`src/rtl/diag_serial_pkg.sv`:
```
`timescale 1ns/1ps
// Shared types for the diagnostic serial controller.
// Assumes: nothing beyond standard SystemVerilog.
package diag_serial_pkg;
    typedef enum logic [1:0] {ST_IDLE, ST_REQ, ST_TX} ctrl_state_t;
    localparam int unsigned OSR = 16;       // ticks per bit
    localparam int unsigned MID_TICK = 7;   // start-bit centre tick index
endpackage

```
`src/rtl/diag_tick_gen.sv`:
```
`timescale 1ns/1ps
// Oversampling tick generator: one-cycle pulse every DIV clocks.
// Assumes: DIV >= 1; free running after reset.
module diag_tick_gen #(
    parameter int unsigned DIV = 1302
) (
    input  logic clk,
    input  logic rst_n,
    output logic tick
);
    localparam int unsigned CW = (DIV > 1) ? $clog2(DIV) : 1;
    logic [CW-1:0] cnt;

    // Divide the clock down to the oversampling rate.
    always_ff @(posedge clk) begin
        if (!rst_n) begin
            cnt  <= '0;
            tick <= 1'b0;
        end else if (cnt == CW'(DIV - 1)) begin
            cnt  <= '0;
            tick <= 1'b1;
        end else begin
            cnt  <= cnt + 1'b1;
            tick <= 1'b0;
        end
    end
endmodule

```
`src/rtl/diag_uart_tx.sv`:
```
`timescale 1ns/1ps
// 8N1 transmitter; line=1 means released (high), line=0 means pulled low.
// Assumes: start is a one-cycle pulse presented only while busy is low.
module diag_uart_tx
    import diag_serial_pkg::*;
(
    input  logic       clk,
    input  logic       rst_n,
    input  logic       tick,
    input  logic       start,
    input  logic [7:0] data,
    output logic       busy,
    output logic       line
);
    logic [9:0] shreg;
    logic [3:0] tcnt;
    logic [3:0] bidx;

    // Load a frame and shift one bit out every OSR ticks.
    always_ff @(posedge clk) begin
        if (!rst_n) begin
            shreg <= '1;
            tcnt  <= '0;
            bidx  <= '0;
            busy  <= 1'b0;
        end else if (start && !busy) begin
            shreg <= {1'b1, data, 1'b0};
            tcnt  <= '0;
            bidx  <= '0;
            busy  <= 1'b1;
        end else if (busy && tick) begin
            if (tcnt == 4'(OSR - 1)) begin
                tcnt  <= '0;
                shreg <= {1'b1, shreg[9:1]};
                if (bidx == 4'd9) busy <= 1'b0;
                else              bidx <= bidx + 1'b1;
            end else begin
                tcnt <= tcnt + 1'b1;
            end
        end
    end

    assign line = busy ? shreg[0] : 1'b1;
endmodule

```
`src/rtl/diag_uart_rx.sv`:
```
`timescale 1ns/1ps
// 8N1 receiver with 16x oversampling; takes one frame per enable period.
// Assumes: line is already synchronised; en low discards any partial frame.
// Arms only after seeing the line high, so a held-low line is not a start.
module diag_uart_rx
    import diag_serial_pkg::*;
(
    input  logic       clk,
    input  logic       rst_n,
    input  logic       tick,
    input  logic       en,
    input  logic       line,
    output logic       armed,
    output logic       done,
    output logic       ok,
    output logic [7:0] data
);
    typedef enum logic [2:0] {R_WAIT_HI, R_IDLE, R_START, R_DATA, R_STOP, R_HOLD} rx_state_t;
    rx_state_t  rs;
    logic [3:0] tcnt;
    logic [2:0] bidx;
    logic       start_good;

    // Walk the frame, sampling each bit at its centre.
    always_ff @(posedge clk) begin
        if (!rst_n) begin
            rs <= R_WAIT_HI; tcnt <= '0; bidx <= '0;
            start_good <= 1'b0; done <= 1'b0; ok <= 1'b0; data <= '0;
        end else begin
            done <= 1'b0;
            if (!en) begin
                rs <= R_WAIT_HI;
            end else if (tick) begin
                case (rs)
                    R_WAIT_HI: if (line) rs <= R_IDLE;
                    R_IDLE: if (!line) begin rs <= R_START; tcnt <= '0; end
                    R_START: begin
                        if (tcnt == 4'(MID_TICK)) begin
                            start_good <= !line;
                            tcnt <= '0; bidx <= '0; rs <= R_DATA;
                        end else tcnt <= tcnt + 1'b1;
                    end
                    R_DATA: begin
                        if (tcnt == 4'(OSR - 1)) begin
                            data <= {line, data[7:1]};
                            tcnt <= '0;
                            if (bidx == 3'd7) rs <= R_STOP;
                            else              bidx <= bidx + 1'b1;
                        end else tcnt <= tcnt + 1'b1;
                    end
                    R_STOP: begin
                        if (tcnt == 4'(OSR - 1)) begin
                            ok   <= start_good && line;
                            done <= 1'b1;
                            rs   <= R_HOLD;
                        end else tcnt <= tcnt + 1'b1;
                    end
                    default: rs <= R_HOLD;
                endcase
            end
        end
    end

    assign armed = (rs != R_WAIT_HI);
endmodule

```
`src/rtl/diag_serial_ctrl.sv`:
```
`timescale 1ns/1ps
// Diagnostic serial mode controller (top).
// Decodes the request/fail-line protocol into FIR read, self-test or mask
// programming, and answers with one 8N1 frame on the open-drain fail line.
// Assumes: req_n is already synchronous; fail_in is asynchronous; st_data
// is valid by the time the request rises after st_start.
module diag_serial_ctrl
    import diag_serial_pkg::*;
#(
    parameter int unsigned OSR_DIV  = 1302,  // clocks per oversampling tick
    parameter int unsigned HOLD_CYC = 4000   // minimum hold time in clocks
) (
    input  logic       clk,
    input  logic       rst_n,
    input  logic       req_n,
    input  logic       fail_in,
    input  logic       fault_ind,
    input  logic [7:0] fir_data,
    input  logic [7:0] st_data,
    input  logic [7:0] mask_cur,
    output logic       fail_pull,
    output logic       snap_stb,
    output logic       st_start,
    output logic       mask_wr,
    output logic [7:0] mask_data
);
    localparam int unsigned HW = $clog2(HOLD_CYC + 1);

    ctrl_state_t st;
    logic          fail_meta, fail_s;
    logic [HW-1:0] hold_cnt, low_cnt;
    logic          hold_done, st_seen, frame_seen, frame_ok;
    logic          tick, tx_start, tx_busy, tx_line;
    logic [7:0]    tx_byte;
    logic          rx_armed, rx_done, rx_ok;
    logic [7:0]    rx_data;
    logic          pick_frame, pick_ok;

    assign hold_done  = (hold_cnt == HW'(HOLD_CYC));
    assign pick_frame = frame_seen || rx_done;
    assign pick_ok    = frame_seen ? frame_ok : rx_ok;

    diag_tick_gen #(.DIV(OSR_DIV)) u_tick (.clk(clk), .rst_n(rst_n), .tick(tick));

    diag_uart_tx u_tx (
        .clk(clk), .rst_n(rst_n), .tick(tick), .start(tx_start),
        .data(tx_byte), .busy(tx_busy), .line(tx_line)
    );

    diag_uart_rx u_rx (
        .clk(clk), .rst_n(rst_n), .tick(tick),
        .en(st == ST_REQ && hold_done), .line(fail_s),
        .armed(rx_armed), .done(rx_done), .ok(rx_ok), .data(rx_data)
    );

    // Two-flop synchroniser for the sensed fail line.
    always_ff @(posedge clk) begin
        if (!rst_n) begin
            fail_meta <= 1'b1;
            fail_s    <= 1'b1;
        end else begin
            fail_meta <= fail_in;
            fail_s    <= fail_meta;
        end
    end

    // Mode controller: request tracking, mode choice and frame launch.
    always_ff @(posedge clk) begin
        if (!rst_n) begin
            st <= ST_IDLE;
            hold_cnt <= '0; low_cnt <= '0;
            st_seen <= 1'b0; frame_seen <= 1'b0; frame_ok <= 1'b0;
            snap_stb <= 1'b0; st_start <= 1'b0; mask_wr <= 1'b0;
            mask_data <= '0; tx_start <= 1'b0; tx_byte <= '0;
        end else begin
            snap_stb <= 1'b0;
            st_start <= 1'b0;
            mask_wr  <= 1'b0;
            tx_start <= 1'b0;
            case (st)
                ST_IDLE: begin
                    if (!req_n) begin
                        st <= ST_REQ;
                        snap_stb <= 1'b1;
                        hold_cnt <= '0; low_cnt <= '0;
                        st_seen <= 1'b0; frame_seen <= 1'b0; frame_ok <= 1'b0;
                    end
                end
                ST_REQ: begin
                    if (!hold_done) hold_cnt <= hold_cnt + 1'b1;
                    if (!rx_armed) begin
                        if (fail_s)                       low_cnt <= '0;
                        else if (low_cnt != HW'(HOLD_CYC)) low_cnt <= low_cnt + 1'b1;
                        if (low_cnt == HW'(HOLD_CYC) && !st_seen) begin
                            st_seen  <= 1'b1;
                            st_start <= 1'b1;
                        end
                    end
                    if (rx_done) begin
                        frame_seen <= 1'b1;
                        frame_ok   <= rx_ok;
                    end
                    if (req_n) begin
                        if (pick_frame) begin
                            tx_byte   <= pick_ok ? rx_data : mask_cur;
                            mask_wr   <= pick_ok;
                            if (pick_ok) mask_data <= rx_data;
                            tx_start  <= 1'b1;
                            st        <= ST_TX;
                        end else if (st_seen) begin
                            tx_byte  <= st_data;
                            tx_start <= 1'b1;
                            st       <= ST_TX;
                        end else if (hold_done) begin
                            tx_byte  <= fir_data;
                            tx_start <= 1'b1;
                            st       <= ST_TX;
                        end else begin
                            st <= ST_IDLE;
                        end
                    end
                end
                default: begin
                    if (!tx_start && !tx_busy) st <= ST_IDLE;
                end
            endcase
        end
    end

    // Open-drain drive: fault indicator, released, or transmitted bit.
    always_comb begin
        case (st)
            ST_IDLE: fail_pull = fault_ind;
            ST_REQ:  fail_pull = 1'b0;
            default: fail_pull = !tx_line;
        endcase
    end
endmodule

```
`config.mk`:
```
export PLATFORM = sky130hd
export DESIGN_NAME = diag_serial_ctrl
export DESIGN_NICKNAME = d
export VERILOG_FILES = /design/src/rtl/diag_serial_pkg.sv /design/src/rtl/diag_tick_gen.sv /design/src/rtl/diag_uart_tx.sv /design/src/rtl/diag_uart_rx.sv /design/src/rtl/diag_serial_ctrl.sv
export SDC_FILE = /design/constraint.sdc
export NUM_CORES = 1
export LEC_CHECK = 0
export CAP_MARGIN = 20
export CORE_MARGIN = 5
export CORE_UTILIZATION = 45
export DETAILED_ROUTE_END_ITERATION = 10
export DONT_BUFFER_PORTS = 1
export HOLD_SLACK_MARGIN = 0.1
export PLACE_DENSITY = 0.67
export SYNTH_ARGS = -nofsm -noshare
export SYNTH_HDL_FRONTEND = slang
export SYNTH_HIERARCHICAL = 1
export SYNTH_SLANG_ARGS = --single-unit
```
`constraint.sdc`:
```
create_clock -name clk -period 2.8 [get_ports clk]
set_input_delay 0.42 -clock clk [delete_from_list [all_inputs] [get_ports clk]]
set_output_delay 0.42 -clock clk [all_outputs]
set_load 0.02 [all_outputs]
```
==> metrics.md, run 1 <==
| Metric | Value |
|---|---|
| Clock latency on the worst-skew pair | 350 ps |
| Drt first pass iters | 4 |
| Yosys warns | 6 |
| Routability cong. | 0.866 |
| First-pass GRT wire length | 20,100 um |
| Worst vdd ir | 0.000366 V |
| Num ports | 41 |
| R2R Path Start | u_rx/rs[1] |
| Post-synth EDFFs | 0 |
| Fin util | 49.5% |
| Hold Path Class | in2reg |
| Most frequent cells in the layout | dfxtp_1 (102), a21oi_1 (40), o21ai_0 (35), nand2_1 (35), nor2_1 (34) |
| Min Hold Slack | 174 ps |
| Status | finished clean |
| Clock Skew | 6.74 ps |
| WL/cell | 16.2 um |
| Layout cells sized above 1 | 10.4% |
| Drt first-iter violations | 257 |
| PD cells | 495 nW/um2 |
| Die area | 14,100 um2 |
| CTS tree | yes |
| DRC | 0 |
| Num CTS Buffers | 9 |
| CP Launch Point | u_rx/rs[1] |
| Worst R2R Setup Slack | 560 ps |
| Die Wd | 119 um |
| Slew @ Worst Pin | 909 ps |
| Setup crit end kind | flip-flop |
| Final setup vio count | 0 |
| Switching Fraction | 22.4% |
| Placed cell count | 712 |
| Switch Pwr | 0.631 mW |
| Antenna violations before repair | 0 |
| CTS clk-pin slew, worst paths | 70 ps |
| Vias in the first global route | 4,225 |
| Vert. Die Dim | 119 um |
| Worst Path Arrival | 2520 ps |
| Register-to-Register Path Depth | 5 |
| Nets | 622 |
| Critical R2R Capture | low_cnt[2] |
| Clk buf depth | 2 |
| Worst Path Required | 3080 ps |
| Largest net degree at the start of global routing | 68 |
| Core area | 11,500 um2 |
| # rows | 39 |
| Sequential Power Share | 52.1% |
| Max Fclk | 447 MHz |
| Cell count after synthesis | 595 |
| Worst Setup Slack, final | 563 ps |
| CTS H-Tree Depth | 3 |
| Hold Buf Count CTS | 0 |
| Finished Layout Cells | 729 |
| Total negative slack | 0 ps |
| Initial Util | 46.3% |
| Clock sink count | 102 |
| DR vias | 4,371 |
| Comb pwr share | 3.3% |
| Post-route ant nets | 0 |
| RSZ-0062 raised after global routing | false |
| Post-DR vias/cell | 6.00 |
| DP HPWL | 8170 um |
| MaxCap Viol Count | 0 |
| Internal power | 2.19 mW |
| Worst setup path end | low_cnt[2] |
| Main synth FF type | dfxtp_1 |
| Crit path time final | 2240 ps |
| Worst Setup Start Kind | flip-flop |
| GRT overflow | 0 |
| Clock power frac | 44.6% |
| Slew Viols, Final | 0 |
| Cell variety after synth | 75 |
| #FFs+latches synth | 102 |
| Commonest non-fill, non-tap cell in the layout | dfxtp_1 |
| Total GRT Usage | 17.1% |
| Pleak | 1.90 nW |
| DRT Wirelength | 11,800 um |
| CTS resizes | 0 |
| Synthesized area per cell | 8.96 um2 |
| Crit Path Category | reg2reg |
| Area Growth Syn to Fin | 6.93% |
| Post-CTS setup buffer count | 0 |
| Antenna Cells | 0 |
| Hold Violations, Final | 0 |
| Fin crit share | 79.9% |
| Slew Limit Headroom | 39.1% |
| Synth Cell Area | 5330 um2 |
| Synthesized Nets | 636 |
| IO Port Bufs | 0 |
| Async SR Flop Fraction | 0% |
| Dpl ws | 528 ps |
| Register area share after synthesis | 38.3% |
| Crit-path max FO | 9 |
| CTS root buf | clkbuf_16 |
-- power groups by stage --
| stage | logic [mW] | registers (mW) | clock network, mW |
|---|---|---|---|
| 2_1_floorplan | 0.0819 | 1.50 | 0 |
| 3_3_place_gp | 0.0909 | 1.50 | 0 |
| 3_5_place_dp | 0.0939 | 1.50 | 0 |
| 4_1_cts | 0.0949 | 1.47 | 1.29 |
| 5_1_grt | 0.104 | 1.47 | 1.36 |
| 6_report | 0.0940 | 1.47 | 1.26 |
-- stage by stage --
stage / power [mW] / area (um2)
floorplan: 1.58 / 5330
global placement: 1.59 / 5390
detailed placement: 1.60 / 5400
CTS: 2.85 / 5690
global route: 2.93 / 5700
finish: 2.82 / 5700
-- critical path, cell delays in order (launching register included) --
cell     delay [ps]
dfxtp_1         400
or3_1           480
nor4b_4         400
o31ai_1         240
or3b_2          500
a21oi_1         140
-- flip-flops by register name, summed over array words and instances (netlist names), 2 cells and up --
signal	flops
tx_byte	8
u_rx/tcnt	4
mask_data	8
low_cnt	12
u_tx/bidx	4
u_rx/data	8
u_tx/tcnt	4
u_tick/cnt	11
st	2
hold_cnt	12
u_rx/bidx	3
u_tx/shreg	9
u_rx/rs	3
-- layer usage --
layer  vias to the layer above  GRT usage (%)  part of all wire (%)
li1                       2170              -                     -
met4                         0           8.40                   2.6
met3                        20           3.41                   4.3
met2                        99           27.9                    47
met5                         -              0                     0
met1                      2082           21.5                    46
-- how the worst min path moves through the flow --
stage	startpoint	endpoint	slack (ps)	cells after the start
floorplan	fail_meta	fail_s	390	1
global placement	fail_meta	fail_s	390	1
detailed placement	fail_meta	fail_s	410	1
CTS	rst_n	fail_meta	150	1
global route	rst_n	u_tx/shreg[8]	150	1
finish	fail_in	fail_meta	170	1
-- area by class of cell --
class | count | area, um2
clock inverter | 5 | 58.8
inverter | 23 | 86.3
clock buffer | 11 | 233
multi-input combinational | 437 | 3040
tap | 143 | 179
fill | 1077 | 5820
timing repair buffer | 8 | 57.6
sequential | 102 | 2040
-- cells by family after synthesis --
logic type | share of synthesized area, %
and+or+nand+nor | 26.1
AOI/OAI and AO/OA | 19.3
DFF | 38.3
buffers and inverters | 4.74
muxes | 7.58
adders and majority gates | 2.82
xor gates and xnor gates | 1.15
-- synthesized netlist by cell type (3+ instances only) --
cell type,n,area (um2)
or3b_1,3,26.3
o211ai_1,3,22.5
a21boi_0,3,22.5
clkbuf_1,18,67.6
inv_1,22,82.6
a31oi_1,8,50.1
nor4_1,12,75.1
nor2_1,34,128
o41ai_1,4,35.0
nor3_1,9,45.0
o31ai_1,11,82.6
buf_4,3,22.5
o311ai_0,4,35.0
nand3b_1,3,22.5
nand2b_1,19,119
or3_1,10,62.6
mux2i_1,30,300
xnor2_1,3,26.3
o21ai_0,35,175
or4_1,7,52.6
and3_1,10,62.6
and2_1,6,37.5
nor2b_1,13,81.3
o221a_2,3,33.8
ha_1,12,150
a22o_1,8,70.1
mux2_2,8,90.1
a21oi_1,40,200
nand2_1,35,131
a211oi_1,9,67.6
xor2_1,4,35.0
nor3b_1,13,97.6
or3b_2,3,26.3
nand4_1,8,50.1
buf_6,3,33.8
nand3_1,23,115
dfxtp_1,102,2040
buf_2,7,35.0
Power figures use the tool's default switching activity.
==> run 2: changes to the inputs <==
--- a/config.mk
+++ b/config.mk
@@ -11,7 +11,7 @@
 export DETAILED_ROUTE_END_ITERATION = 10
 export DONT_BUFFER_PORTS = 1
 export HOLD_SLACK_MARGIN = 0.1
-export PLACE_DENSITY = 0.67
+export PLACE_DENSITY = 0.69
 export SYNTH_ARGS = -nofsm -noshare
 export SYNTH_HDL_FRONTEND = slang
 export SYNTH_HIERARCHICAL = 1
==> constraint.sdc (replaced) <==
create_clock -name clk -period 2 [get_ports clk]
set_input_delay 0.3 -clock clk [delete_from_list [all_inputs] [get_ports clk]]
set_output_delay 0.3 -clock clk [all_outputs]
set_load 0.02 [all_outputs]
==> run 2 against run 1 <==
Effect of this change:
- the run now ends with negative setup slack left
- setup slack got worse by 600 ps
- first-iteration DRC count is 13% lower
- via count grew 4.4%
- routed wire length rose by 9.3%
- hold slack lost 44 ps
- sequential cell count is the same
- total power grew 38%
- clock power increased by 33%
- clock skew grew 3.1 ps
- non-clock buffer count up 34
- critical path type unchanged
- critical endpoint is now u_rx/tcnt[1]
==> metrics.md, run 2 (same netlist as run 1, synthesis figures left out) <==
| Metric | Value |
|---|---|
| Status | finished, violations left (was finished clean) |
| Violations in the final reports | negative setup slack |
| Hold Violations, Final | 0 (unchanged) |
| DR vias | 4,562 (was 4,371) |
| Clk buf depth | 2 (unchanged) |
| Vert. Die Dim | 119 um (unchanged) |
| Final setup vio count | 3 (was 0) |
| Worst hold path startpoint | rst_n (was fail_in) |
| Die area | 14,100 um2 (unchanged) |
| Worst R2R Setup Slack | -30 ps (was 560 ps) |
| DP HPWL | 8780 um (was 8170 um) |
| Worst vdd ir | 0.000480 V (was 0.000366 V) |
| Post-route ant nets | 0 (unchanged) |
| Most frequent cells in the layout | dfxtp_1 (100), a21oi_1 (40), buf_4 (37) (was dfxtp_1 (102), a21oi_1 (40), o21ai_0 (35), nand2_1 (35), nor2_1 (34)) |
| First-pass GRT wire length | 21,300 um (was 20,100 um) |
| DRT Wirelength | 12,900 um (was 11,800 um) |
| Pleak | 2.08 nW (was 1.90 nW) |
| Area Growth Syn to Fin | 13.4% (was 6.93%) |
| Crit-path max FO | 8 (was 9) |
| Largest net degree at the start of global routing | 52 (was 68) |
| Slew Limit Headroom | 43.7% (was 39.1%) |
| CTS tree | yes (unchanged) |
| Drt first-iter violations | 223 (was 257) |
| Crit path time final | 2030 ps (was 2240 ps) |
| Hold EP | hold_cnt[6] (was fail_meta) |
| Slew Viols, Final | 0 (unchanged) |
| Commonest non-fill, non-tap cell in the layout | dfxtp_1 (unchanged) |
| Slew @ Worst Pin | 841 ps (was 909 ps) |
| Drt first pass iters | 4 (unchanged) |
| Top flop regs | hold_cnt (12), low_cnt (12), u_tick/cnt (11) (unchanged) |
| Total GRT Usage | 18.0% (was 17.1%) |
| Core area | 11,500 um2 (unchanged) |
| Antenna violations before repair | 0 (unchanged) |
| PD cells | 642 nW/um2 (was 495 nW/um2) |
| Hold depth | 1 (unchanged) |
| Post-DR vias/cell | 5.98 (was 6.00) |
| Worst Path Arrival | 2310 ps (was 2520 ps) |
| Layout cells sized above 1 | 17.3% (was 10.4%) |
| Routability cong. | 0.866 (about the same) |
| Die Wd | 119 um (unchanged) |
| Register-to-Register Path Depth | 6 (was 5) |
| Placed cell count | 741 (was 712) |
| Clock sink count | 102 (unchanged) |
| Fin util | 52.5% (was 49.5%) |
| # rows | 39 (unchanged) |
| Nets | 656 (was 622) |
| DRC | 0 (unchanged) |
| IO Port Bufs | 0 (unchanged) |
| Num CTS Buffers | 9 (unchanged) |
| Worst Setup Slack, final | -34.1 ps (was 563 ps) |
| Fin crit share | 102% (was 79.9%) |
| WL/cell | 16.9 um (was 16.2 um) |
| Hold Path Class | in2reg (unchanged) |
| Max Fclk | 492 MHz (was 447 MHz) |
| Setup crit end kind | flip-flop (unchanged) |
| GRT overflow | 0 (unchanged) |
| # fillers | 1,081 (was 1,077) |
| Min Hold Slack | 131 ps (was 174 ps) |
| Initial Util | 46.3% (unchanged) |
| Vias in the first global route | 4,402 (was 4,225) |
| Antenna Cells | 0 (unchanged) |
| Clock latency on the worst-skew pair | 340 ps (was 350 ps) |
| MaxCap Viol Count | 0 (unchanged) |
| RSZ-0062 raised after global routing | true (was false) |
| R2R Path Start | st[1] (was u_rx/rs[1]) |
| Critical R2R Capture | u_rx/tcnt[1] (was low_cnt[2]) |
| Worst Path Required | 2270 ps (was 3080 ps) |
| CTS clk-pin slew, worst paths | 70 ps (about the same) |
| CTS H-Tree Depth | 3 (unchanged) |
| Clock Skew | 9.82 ps (was 6.74 ps) |
| Num ports | 41 (unchanged) |
| Crit Path Category | reg2reg (unchanged) |
| Finished Layout Cells | 763 (was 729) |
| Worst Setup Start Kind | flip-flop (unchanged) |
| CTS root buf | clkbuf_16 (unchanged) |
-- run 2: through the flow --
stage	total power [mW]	setup slack, ps	area [um2]	setup TNS (ps)
floorplan	2.21	-67.5	5350	-520
global placement	2.24	67.6	5640	0
detailed placement	2.25	10.6	5640	0
CTS	3.92	-5.33	5960	-5.33
global route	4.02	-90.9	6040	-730
finish	3.88	-34.1	6040	-45.4
-- run 2: metal layers --
layer | part of all wire (%) | GRT usage [%] | wire length [um] | vias to the layer above
met2 | 49 | 30.3 | 6250 | 111
met3 | 4.5 | 3.27 | 584 | 21
li1 | - | - | - | 2244
met5 | 0 | 0 | 0 | -
met4 | 2.0 | 6.73 | 254 | 0
met1 | 45 | 23.1 | 5780 | 2186
-- run 2: what timing repair did --
action,4_1_cts,5_1_grt
resized for setup,2,9
hold buffers,3,0
setup endpoints to repair,3,26
hold endpoints to repair,14,0
setup buffers,0,3
pin swaps,0,8
cloned,0,0
-- run 2: where the power goes --
group | leakage (nW) | switching [mW] | internal, mW
Sequential | 0.824 | 0.0124 | 2.04
Combinational | 1.12 | 0.0969 | 0.0662
Clock | 0.132 | 0.783 | 0.885
-- run 2: final cells by class --
cell class	instances	area [um2]	share of cell area [%]
flip-flops and latches	102	2040	33.8
well taps	143	179	2.96
inverters	23	86.3	1.43
multi-input cells	437	3110	51.5
clock buffers	10	239	3.95
repair buffers	42	339	5.61
clock inverters	6	45.0	0.745
-- run 2: critical path: stages, from the launching register on --
cell	delay (ps)
dfxtp_1	320
or3b_4	410
nor4_4	420
buf_6	160
o211ai_4	110
or3b_1	430
a21boi_2	120
-- run 2: how the worst max path moves through the flow --
stage | from | endpoint | cells after the start
floorplan | st[1] | u_rx/bidx[0] | 7
global placement | hold_cnt[0] | u_rx/start_good | 8
detailed placement | hold_cnt[0] | u_rx/tcnt[2] | 8
CTS | hold_cnt[0] | u_rx/bidx[0] | 8
global route | u_rx/rs[2] | u_rx/tcnt[1] | 5
finish | st[1] | u_rx/tcnt[1] | 6
==> run 3: changes to the inputs <==
--- a/config.mk
+++ b/config.mk
@@ -5,7 +5,9 @@
 export SDC_FILE = /design/constraint.sdc
 export NUM_CORES = 1
 export LEC_CHECK = 0
+export ABC_AREA = 1
 export CAP_MARGIN = 20
+export CORE_ASPECT_RATIO = 2
 export CORE_MARGIN = 5
 export CORE_UTILIZATION = 45
 export DETAILED_ROUTE_END_ITERATION = 10
==> run 3 against run 2 <==
Effect of this change:
- the run now ends clean
- global-route usage increased by 1.1 points
- sequential cell count unchanged
- routed wire length increased by 1.5%
- setup slack improved by 220 ps
- via count increased by 9.6%
- clock skew about the same
- design area decreased by 1.2%
- highest routed layer unchanged
==> metrics.md, run 3 <==
| Metric | Value |
|---|---|
| Clock sink count | 102 (unchanged) |
| Total GRT Usage | 19.1% (was 18.0%) |
| Synthesized Nets | 865 (was 636) |
| Crit-path max FO | 9 (was 8) |
| DP HPWL | 9690 um (was 8780 um) |
| CTS tree | yes (unchanged) |
| Power Total | 4.11 mW (was 3.88 mW) |
| Slew Limit Headroom | 64.8% (was 43.7%) |
| CTS clk-pin slew, worst paths | 70 ps (about the same) |
| #FFs+latches synth | 102 (unchanged) |
| PD cells | 688 nW/um2 (was 642 nW/um2) |
| Core area | 11,800 um2 (was 11,500 um2) |
| Pleak | 2.54 nW (was 2.08 nW) |
| DR vias | 4,999 (was 4,562) |
| Setup crit end kind | primary output (was flip-flop) |
| Nets | 874 (was 656) |
| Switching Fraction | 24.2% (was 23.0%) |
| Num ports | 41 (unchanged) |
| Status | finished clean (was finished, violations left) |
| Routability cong. | 0.889 (was 0.866) |
| Post-synth EDFFs | 0 (unchanged) |
| Drt first-iter violations | 177 (was 223) |
| Worst vdd ir | 0.000401 V (was 0.000480 V) |
| GRT overflow | 0 (unchanged) |
| Die area | 14,500 um2 (was 14,100 um2) |
| # rows | 56 (was 39) |
| DRT Wirelength | 13,100 um (was 12,900 um) |
| Design area | 5970 um2 (was 6040 um2) |
| Async SR Flop Fraction | 0% (unchanged) |
| Met1 wire length | 4870 um (was 5780 um) |
| Num CTS Buffers | 9 (unchanged) |
| Sequential Power Share | 50.0% (was 52.9%) |
| RSZ-0062 raised after global routing | false (was true) |
| WL/cell | 13.3 um (was 16.9 um) |
| Yosys warns | 6 (unchanged) |
| Max Fclk | 553 MHz (was 492 MHz) |
| Fin crit share | 90.5% (was 102%) |
| Hold Path Class | in2reg (unchanged) |
| Initial Util | 46.1% (was 46.3%) |
| # fillers | 1,212 (was 1,081) |
| Top flop regs | hold_cnt (12), low_cnt (12), u_tick/cnt (11) (unchanged) |
| Slew Viols, Final | 0 (unchanged) |
| Post-DP Area | 5580 um2 (was 5640 um2) |
| Clock power frac | 45.8% (was 42.9%) |
| DRC | 0 (unchanged) |
| CTS H-Tree Depth | 3 (unchanged) |
| Cell count after synthesis | 824 (was 595) |
| Switch Pwr | 0.996 mW (was 0.892 mW) |
| Synthesized area per cell | 6.59 um2 (was 8.96 um2) |
| Main synth FF type | dfxtp_1 (unchanged) |
| Metal2 WL | 7330 um (was 6250 um) |
| Worst Path Arrival | 1510 ps (was 2310 ps) |
| Worst Setup Start Kind | flip-flop (unchanged) |
| Vert. Die Dim | 165 um (was 119 um) |
| Area Growth Syn to Fin | 9.97% (was 13.4%) |
| IO Port Bufs | 0 (unchanged) |
| Yosys top cell by area | dfxtp_1 (unchanged) |
| Drt first pass iters | 4 (unchanged) |
| Most frequent cells in the layout | nand2_1 (218), nor2_1 (132), dfxtp_1 (102) (was dfxtp_1 (100), a21oi_1 (40), buf_4 (37)) |
| Most common library cells after synthesis | nand2_1 (218), nor2_1 (133), dfxtp_1 (102), inv_1 (95), nand3_1 (79) (was dfxtp_1 (102), a21oi_1 (40), nand2_1 (35), o21ai_0 (35), nor2_1 (34)) |
| Post-route ant nets | 0 (unchanged) |
| Clk buf depth | 2 (unchanged) |
| Count leader, synth | nand2_1 (was dfxtp_1) |
| CTS root buf | clkbuf_16 (unchanged) |
| Antenna violations before repair | 0 (unchanged) |
| Register area share after synthesis | 37.6% (was 38.3%) |
| Crit Path Category | reg2out (was reg2reg) |
| Antenna Cells | 0 (unchanged) |
| Post-DR vias/cell | 5.09 (was 5.98) |
| Final setup vio count | 0 (was 3) |
| Vias in the first global route | 4,879 (was 4,402) |
| Cell variety after synth | 42 (was 75) |
| Comb pwr share | 4.2% (about the same) |
| Layout cells sized above 1 | 9.55% (was 17.3%) |
| Crit path time final | 1810 ps (was 2030 ps) |
| Top routing layer used | met4 (unchanged) |
| Clock Skew | 10.1 ps (was 9.82 ps) |
| Synth top area cells | dfxtp_1 (38%), nand2_1 (15%), nor2_1 (9.2%) (was dfxtp_1 (38%), mux2i_1 (5.6%), a21oi_1 (3.8%)) |
| Worst Path Required | 1700 ps (was 2270 ps) |
| Total negative slack | 0 ps (was -45.4 ps) |
| Die Wd | 87.7 um (was 119 um) |
| Largest net degree at the start of global routing | 44 (was 52) |
| Internal power | 3.12 mW (was 2.99 mW) |
| Commonest non-fill, non-tap cell in the layout | nand2_1 (was dfxtp_1) |
| Routed wl met3 | 375 um (was 584 um) |
| Clock latency on the worst-skew pair | 350 ps (was 340 ps) |
| Synth Cell Area | 5430 um2 (was 5330 um2) |
| MaxCap Viol Count | 0 (unchanged) |
| Hold Violations, Final | 0 (unchanged) |
| Share of the synthesized area in the top cell type | 37.6% (was 38.3%) |
| First-pass GRT wire length | 21,800 um (was 21,300 um) |
| Slew @ Worst Pin | 528 ps (was 841 ps) |
==> run 3: worst paths after layout <==
check	to	cells after the start	slack (ps)	start
worst max-delay path	fail_pull	4	190	u_tx/busy
worst min-delay path	u_rx/rs[2]	2	110	rst_n
worst max register to register	u_rx/bidx[0]	12	230	hold_cnt[0]
worst min register to register	fail_s	1	450	fail_meta
==> run 3: what timing repair did <==
item	in CTS	in global routing
setup endpoints to repair	0	17
resized for setup	0	4
endpoints found under the hold margin	44	0
hold buffers	4	0
buffers inserted	0	1
==> run 3: cell type report <==
cell class                      count  area, um2  area share [%]
Inverter                          103        389            6.51
Timing Repair Buffer               17        148            2.47
Sequential cell                   102       2040            34.2
Tap cell                          145        181            3.04
Multi-Input combinational cell    600       2890            48.4
Clock buffer                        9        225            3.77
Clock inverter                      7       97.6            1.63
==> run 3: worst max-delay path, cell delays in order (launching register included) <==
cell,delay (ps)
dfxtp_1,400
inv_2,110
or2_2,290
o21ai_0,190
buf_4,180
==> run 3: layer usage <==
layer / GRT usage, % / vias up
met5: 0 / -
met1: 18.8 / 2275
met2: 36.5 / 72
li1: - / 2613
met4: 9.50 / 0
met3: 3.62 / 39
==> run 3: stage by stage <==
stage	utilization (%)	std cells	hold WS (ps)	setup slack, ps
after floorplan	-	824	393	351
after global placement	47.4	962	398	184
after detailed placement	47.4	962	400	101
after CTS	50.6	982	100	87.7
after global routing	50.7	983	103	25.8
final	50.7	983	110	191
==> run 3: power by group through the flow <==
stage / Sequential [mW] / Clock, mW / Combinational, mW
2_1_floorplan: 2.10 / 0 / 0.126
5_1_grt: 2.06 / 2.02 / 0.192
6_report: 2.05 / 1.88 / 0.173
4_1_cts: 2.05 / 1.93 / 0.176
3_3_place_gp: 2.10 / 0 / 0.150
3_5_place_dp: 2.10 / 0 / 0.151
==> run 3: cells by family after synthesis <==
family          count (synthesis)  share of synthesized area (%)
fa+ha+maj                      12                           2.76
flops                         102                           37.6
xor+xnor                        9                           1.45
buf+inv                       122                           9.47
compound gates                100                           10.3
simple gates                  479                           38.4
